===== src/rtl/uart_framer.sv =====
module uart_framer #(
  parameter int DIV_W = 16,
  parameter int OVS   = 16
) (
  input  logic             clk,
  input  logic             rst_n,
  input  logic             presc_sel_pin,
  input  logic             presc_wr,
  input  logic             presc_wr_div4,
  input  logic [DIV_W-1:0] divisor,
  input  logic [1:0]       char_len,
  input  logic [1:0]       parity_mode,
  input  logic [1:0]       stop_mode,
  input  logic             force_break,
  input  logic             loopback,
  input  logic             tx_valid,
  input  logic [7:0]       tx_data,
  output logic             tx_ready,
  output logic             txd,
  input  logic             rxd,
  output logic             rx_valid,
  output logic [7:0]       rx_data,
  output logic             rx_parity_err,
  output logic             rx_frame_err,
  output logic             rx_break
);

  localparam int CW = $clog2(2*OVS);
  localparam logic [CW-1:0] BIT_M1   = CW'(OVS-1);
  localparam logic [CW-1:0] HALF_M1  = CW'(OVS/2-1);
  localparam logic [CW-1:0] STOP15_M1 = CW'(OVS+OVS/2-1);
  localparam logic [CW-1:0] STOP2_M1 = CW'(2*OVS-1);

  typedef enum logic [2:0] {PH_IDLE, PH_START, PH_DATA, PH_PAR, PH_STOP, PH_WAIT} phase_t;

  // tick generation
  logic             div4;
  logic [1:0]       pcnt;
  logic [DIV_W-1:0] bcnt, div_m1;
  logic             pre_tick, tick;

  assign div_m1   = (divisor == '0) ? '0 : divisor - DIV_W'(1);
  assign pre_tick = !div4 || (pcnt == 2'd3);
  assign tick     = pre_tick && (bcnt >= div_m1);

  always_ff @(posedge clk) begin
    if (!rst_n) begin
      div4 <= ~presc_sel_pin;
      pcnt <= '0;
      bcnt <= '0;
    end else begin
      if (presc_wr) div4 <= presc_wr_div4;
      pcnt <= pcnt + 2'd1;
      if (pre_tick) bcnt <= tick ? '0 : bcnt + DIV_W'(1);
    end
  end

  // configuration decode
  logic [2:0]    cfg_nb_m1;
  logic [7:0]    cfg_mask;
  logic          cfg_pen, cfg_odd;
  logic [CW-1:0] cfg_stop_m1;

  assign cfg_nb_m1 = 3'd4 + {1'b0, char_len};
  assign cfg_mask  = 8'hFF >> (3'd7 - cfg_nb_m1);
  assign cfg_pen   = (parity_mode == 2'b01) || (parity_mode == 2'b10);
  assign cfg_odd   = (parity_mode == 2'b01);

  always_comb begin
    case (stop_mode)
      2'b00:   cfg_stop_m1 = BIT_M1;
      2'b01:   cfg_stop_m1 = STOP15_M1;
      default: cfg_stop_m1 = STOP2_M1;
    endcase
  end

  // transmitter
  phase_t        tx_ph;
  logic [CW-1:0] tx_cnt, tx_stop_m1, tx_lim;
  logic [2:0]    tx_idx, tx_nb_m1;
  logic [7:0]    tx_sh;
  logic          tx_pen, tx_pbit, tx_line, tx_wire;

  assign tx_ready = (tx_ph == PH_IDLE);
  assign tx_lim   = (tx_ph == PH_STOP) ? tx_stop_m1 : BIT_M1;

  always_ff @(posedge clk) begin
    if (!rst_n) begin
      tx_ph      <= PH_IDLE;
      tx_cnt     <= '0;
      tx_idx     <= '0;
      tx_sh      <= '0;
      tx_nb_m1   <= '0;
      tx_pen     <= 1'b0;
      tx_pbit    <= 1'b0;
      tx_stop_m1 <= BIT_M1;
    end else if (tx_ph == PH_IDLE) begin
      if (tx_valid) begin
        tx_ph      <= PH_START;
        tx_cnt     <= '0;
        tx_idx     <= '0;
        tx_sh      <= tx_data & cfg_mask;
        tx_nb_m1   <= cfg_nb_m1;
        tx_pen     <= cfg_pen;
        tx_pbit    <= (^(tx_data & cfg_mask)) ^ cfg_odd;
        tx_stop_m1 <= cfg_stop_m1;
      end
    end else if (tick) begin
      if (tx_cnt != tx_lim) begin
        tx_cnt <= tx_cnt + CW'(1);
      end else begin
        tx_cnt <= '0;
        case (tx_ph)
          PH_START: tx_ph <= PH_DATA;
          PH_DATA: begin
            tx_sh <= tx_sh >> 1;
            if (tx_idx == tx_nb_m1) tx_ph <= tx_pen ? PH_PAR : PH_STOP;
            else tx_idx <= tx_idx + 3'd1;
          end
          PH_PAR:  tx_ph <= PH_STOP;
          default: tx_ph <= PH_IDLE;
        endcase
      end
    end
  end

  always_comb begin
    case (tx_ph)
      PH_START: tx_line = 1'b0;
      PH_DATA:  tx_line = tx_sh[0];
      PH_PAR:   tx_line = tx_pbit;
      default:  tx_line = 1'b1;
    endcase
  end

  assign tx_wire = force_break ? 1'b0 : tx_line;
  assign txd     = loopback ? 1'b1 : tx_wire;

  // receiver
  phase_t        rx_ph;
  logic          rx_q1, rx_q2;
  logic [CW-1:0] rx_cnt, rx_lim;
  logic [2:0]    rx_idx, rx_nb_m1;
  logic [7:0]    rx_sh;
  logic          rx_pen, rx_odd, rx_pbit, rx_zero, rx_center;

  assign rx_lim    = (rx_ph == PH_START) ? HALF_M1 : BIT_M1;
  assign rx_center = tick && (rx_cnt == rx_lim);

  always_ff @(posedge clk) begin
    if (!rst_n) begin
      rx_q1 <= 1'b1;
      rx_q2 <= 1'b1;
    end else begin
      rx_q1 <= loopback ? tx_wire : rxd;
      rx_q2 <= rx_q1;
    end
  end

  always_ff @(posedge clk) begin
    if (!rst_n) begin
      rx_ph         <= PH_IDLE;
      rx_cnt        <= '0;
      rx_idx        <= '0;
      rx_sh         <= '0;
      rx_nb_m1      <= '0;
      rx_pen        <= 1'b0;
      rx_odd        <= 1'b0;
      rx_pbit       <= 1'b0;
      rx_zero       <= 1'b0;
      rx_valid      <= 1'b0;
      rx_data       <= '0;
      rx_parity_err <= 1'b0;
      rx_frame_err  <= 1'b0;
      rx_break      <= 1'b0;
    end else begin
      rx_valid <= 1'b0;
      case (rx_ph)
        PH_IDLE: if (!rx_q2) begin
          rx_ph    <= PH_START;
          rx_cnt   <= '0;
          rx_sh    <= '0;
          rx_zero  <= 1'b1;
          rx_nb_m1 <= cfg_nb_m1;
          rx_pen   <= cfg_pen;
          rx_odd   <= cfg_odd;
        end
        PH_WAIT: if (rx_q2) rx_ph <= PH_IDLE;
        default: if (tick) begin
          if (!rx_center) begin
            rx_cnt <= rx_cnt + CW'(1);
          end else begin
            rx_cnt <= '0;
            case (rx_ph)
              PH_START: begin
                rx_idx <= '0;
                rx_ph  <= rx_q2 ? PH_IDLE : PH_DATA;
              end
              PH_DATA: begin
                rx_sh[rx_idx] <= rx_q2;
                rx_zero       <= rx_zero & ~rx_q2;
                if (rx_idx == rx_nb_m1) rx_ph <= rx_pen ? PH_PAR : PH_STOP;
                else rx_idx <= rx_idx + 3'd1;
              end
              PH_PAR: begin
                rx_pbit <= rx_q2;
                rx_zero <= rx_zero & ~rx_q2;
                rx_ph   <= PH_STOP;
              end
              default: begin
                rx_valid      <= 1'b1;
                rx_data       <= rx_sh;
                rx_frame_err  <= ~rx_q2;
                rx_break      <= ~rx_q2 & rx_zero;
                rx_parity_err <= rx_pen && (rx_pbit != ((^rx_sh) ^ rx_odd));
                rx_ph         <= rx_q2 ? PH_IDLE : PH_WAIT;
              end
            endcase
          end
        end
      endcase
    end
  end

endmodule



===== config.mk =====
export PLATFORM = sky130hd
export DESIGN_NAME = uart_framer
export DESIGN_NICKNAME = d
export VERILOG_FILES = /design/src/rtl/uart_framer.sv
export SDC_FILE = /design/constraint.sdc
export NUM_CORES = 1
export LEC_CHECK = 0
export BUFFER_PORTS_ARGS = -buffer_cell sky130_fd_sc_hd__buf_2
export CORE_ASPECT_RATIO = 0.75
export CORE_MARGIN = 4
export CORE_UTILIZATION = 53
export DETAILED_ROUTE_END_ITERATION = 6
export GPL_ROUTABILITY_DRIVEN = 0
export PLACE_DENSITY = 0.76
export SYNTH_ARGS = -nofsm -noshare
export SYNTH_HDL_FRONTEND = slang
export SYNTH_SLANG_ARGS = --single-unit

===== constraint.sdc =====
create_clock -name clk -period 4.15 [get_ports clk]
set_input_delay 0.6225 -clock clk [delete_from_list [all_inputs] [get_ports clk]]
set_output_delay 0.6225 -clock clk [all_outputs]
set_load 0.01 [all_outputs]

==> impl_metrics.py <==
metrics = {
    "status": {
        "status": "finished clean",
    },
    "drt": {
        "detailedRoute.firstPassIterationCount": 5,
        "via_count": 4451,
        "avgRoutedWirePerCell_um": 14.9,
        "drcViolationCount": 0,
        "initialDrtViolationCount": 241,
        "wirelength_um": 11500,
        "antenna_left": 0,
        "route.detailed.vias_per_inst": 5.75,
    },
    "clocking": {
        "clkSinkCount": 85,
        "cts_buffers": 9,
        "cts.reportedPaths.clkPinSlew_ns": 0.06,
        "post_cts_hold_fix_bufs": 0,
        "tritoncts": "built",
        "ctsLongestPathBuffers": 2,
        "cts-htree-levels": 3,
        "clock_insertion_delay_worst_skew_ns": 0.34,
        "root_buffer_selected_by_cts": "sky130_fd_sc_hd__clkbuf_16",
    },
    "synthesis": {
        "async_flop_share_pct": 0,
        "postSynthCellCount": 597,
        "syn-mean-instance-area_um2": 8.13,
        "synthDominantCellAreaShare_pct": 34.6,
        "syn_area_um2": 4860,
        "synth-warning-count": 0,
        "synth_seq_cells": 85,
        "ys_top_cells_by_area": "sky130_fd_sc_hd__dfxtp_1 35%, sky130_fd_sc_hd__nand2_1 6.6%, sky130_fd_sc_hd__ha_1 6.4%",
        "ys_dominant_reg_cell": "sky130_fd_sc_hd__dfxtp_1",
        "postSynthNetCount": 661,
        "number_of_enable_type_register_cells_in_the_synthesized_netlist": 1,
        "yosys-top-cells-count": "86 x sky130_fd_sc_hd__nand2_1, 84 x sky130_fd_sc_hd__dfxtp_1, 74 x sky130_fd_sc_hd__nor2_1",
        "yosysSeqAreaShare_pct": 35.2,
        "synth_cell_types": 59,
        "netlist.top_cell.by_area": "sky130_fd_sc_hd__dfxtp_1",
        "cell_with_the_most_instances_after_synthesis": "sky130_fd_sc_hd__nand2_1",
    },
    "pwr": {
        "clock_power_share_pct": 42.8,
        "power.switching_fraction_pct": 25.4,
        "leak_pwr_nw": 2.30,
        "power_density_cells_nw_per_um2": 331,
        "internal_power_of_the_cells_mw": 1.42,
        "comb_power_share_pct": 11.7,
        "netSwitchingPower_uw": 484,
        "power.sequential.fraction_pct": 45.4,
        "worst_ir_drop_vdd_uv": 291,
        "post-layout-total-power_mw": 1.90,
    },
    "final_layout": {
        "drive_gt1_share_pct": 18.5,
        "fin_area_um2": 5760,
        "multi_input_area_um2": 3060,
        "layout.cells.non_filler": 774,
        "layout-area-overhead-vs-synth_pct": 18.6,
        "area.sequential_um2": 1710,
        "final_core_utilization_pct": 66.4,
        "final_nets": 725,
        "num_antenna_cells": 0,
        "fill_cells": 706,
    },
    "min_path": {
        "min_path_type": "flop to flop",
    },
    "sta": {
        "post-route-period-util_pct": 96.8,
        "fin_worst_skew_ns": 0.00817,
        "slew_violations": 0,
        "final-setup-viol-count": 0,
        "post-route-worst-setup-slack_ns": 0.132,
        "totalNegativeSetupSlack_ns": 0,
        "max-slew-margin-rel_pct": 34.6,
        "whs_ns": 0.420,
        "hold_viol": 0,
        "final.min_clock_period_ns": 4.02,
        "worstMarginPinSlew_ns": 0.977,
        "maxClockFrequency_mhz": 249,
    },
    "worst_setup_path": {
        "worstPathRequired_ns": 4.43,
        "timing.critical_path.from_type": "input port",
        "worstSetupEndpointType": "flop",
        "worst-path-max-fanout": 7,
        "setup.worst_path.class": "input port to flop",
        "critPathArrivalTime_ns": 4.30,
    },
    "global_route": {
        "grt_max_degree": 44,
        "via_count_of_the_first_global_routing_pass": 4178,
        "grt_pass1_wl_um": 19300,
        "grt_antenna_before_repair": 0,
        "overflow": 0,
        "grt_use_total_pct": 21.2,
    },
    "die": {
        "ios": 53,
        "floorplan.die.height_um": 90.9,
        "std_cell_rows": 29,
        "initial_core_utilization_pct": 56.0,
        "die_footprint_um2": 10800,
        "floorplan.core_area_um2": 8670,
        "fp.dieW_um": 119,
    },
    "placement": {
        "hpwlAfterDp_um": 8200,
        "place_area_um2": 5350,
        "place_inst": 755,
        "numPortBuffers": 52,
        "placement.setup.worst_slack_ns": -0.398,
    },
    "flow_run": {
        "drv.max_cap_violation_count": 0,
    },
}
## layout make-up
type                    instances  share of cell area [%]
multi-input cells             471                    53.2
flip-flops and latches         85                    29.7
repair buffers                 79                    8.54
clock buffers                  12                    4.28
well taps                     108                    2.35
inverters                      15                   0.978
clock inverters                 4                   0.956
## timing repair
| action | in CTS | in global routing |
|---|---|---|
| gates cloned | 0 | 1 |
| endpoints found under the setup margin | 2 | 64 |
| gates resized for setup | 1 | 18 |
| pin swaps | 0 | 5 |
| buffers inserted | 0 | 2 |
## cell families after synthesis
group | after synthesis | synth area share, %
AOI/OAI and AO/OA | 103 | 14.2
xor gates and xnor gates | 52 | 9.38
adders and majority gates | 25 | 6.44
buffers and inverters | 42 | 3.68
DFF | 85 | 35.2
muxes | 23 | 4.74
and+or+nand+nor | 267 | 26.3
## routing by layer
layer	global-route usage (%)	share of wire, %	vias up
met5	0	0	-
met1	29.7	49	2095
met4	6.65	1.4	0
met3	4.38	5.1	17
met2	32.6	45	120
li1	-	-	2219
## power by group through the flow
stage	Combinational, mW	Clock, mW	Sequential, mW
2_1_floorplan	0.152	0	0.874
3_3_place_gp	0.209	0	0.882
3_5_place_dp	0.216	0	0.883
4_1_cts	0.217	0.832	0.865
5_1_grt	0.252	0.863	0.868
6_report	0.223	0.815	0.865
## critical path, cell delays in order
cell and delay [ns]:
sky130_fd_sc_hd__buf_2 0.11, sky130_fd_sc_hd__or4_4 0.53, sky130_fd_sc_hd__or3_4 0.34, sky130_fd_sc_hd__or3_4 0.37
sky130_fd_sc_hd__nor2_2 0.13, sky130_fd_sc_hd__buf_4 0.12, sky130_fd_sc_hd__a21oi_1 0.08, sky130_fd_sc_hd__ha_1 0.27
sky130_fd_sc_hd__nand2b_1 0.14, sky130_fd_sc_hd__a2111oi_1 0.39, sky130_fd_sc_hd__nand3b_1 0.27, sky130_fd_sc_hd__buf_4 0.16
sky130_fd_sc_hd__a31o_2 0.25, sky130_fd_sc_hd__o21bai_1 0.15, sky130_fd_sc_hd__a211oi_2 0.23, sky130_fd_sc_hd__a21o_1 0.12
## state kept, by name, indices dropped and copies added, names as in the netlist, 5 cells and up
register  cells
tx_cnt        5
tx_sh         8
bcnt         16
rx_sh         8
rx_data       8
rx_cnt        5
## final timing paths
check / slack, ns / depth (start not counted) / start / to
worst max-delay path: 0.13 / 16 / divisor[9] / rx_cnt[3]
worst max register to register: 1.49 / 6 / tx_ph[1] / tx_cnt[3]
worst min register to register: 0.42 / 1 / rx_q1 / rx_q2
worst min-delay path: 0.42 / 1 / rx_q1 / rx_q2
## cell usage in the layout, fill, tap and decap left out, drive strengths merged, types with 14 or more instances in the layout
| cell type | netlist | routed |
|---|---|---|
| nand2 | 86 | 86 |
| dfxtp | 84 | 84 |
| buf | 7 | 79 |
| nor2 | 77 | 77 |
| a21oi | 34 | 34 |
| nand3 | 32 | 32 |
| xor2 | 29 | 29 |
| ha | 25 | 25 |
| mux2i | 23 | 23 |
| xnor2 | 23 | 23 |
| o21ai | 23 | 23 |
| nor3 | 17 | 17 |
| inv | 13 | 14 |
No activity file was read; power rests on OpenSTA's default activity.
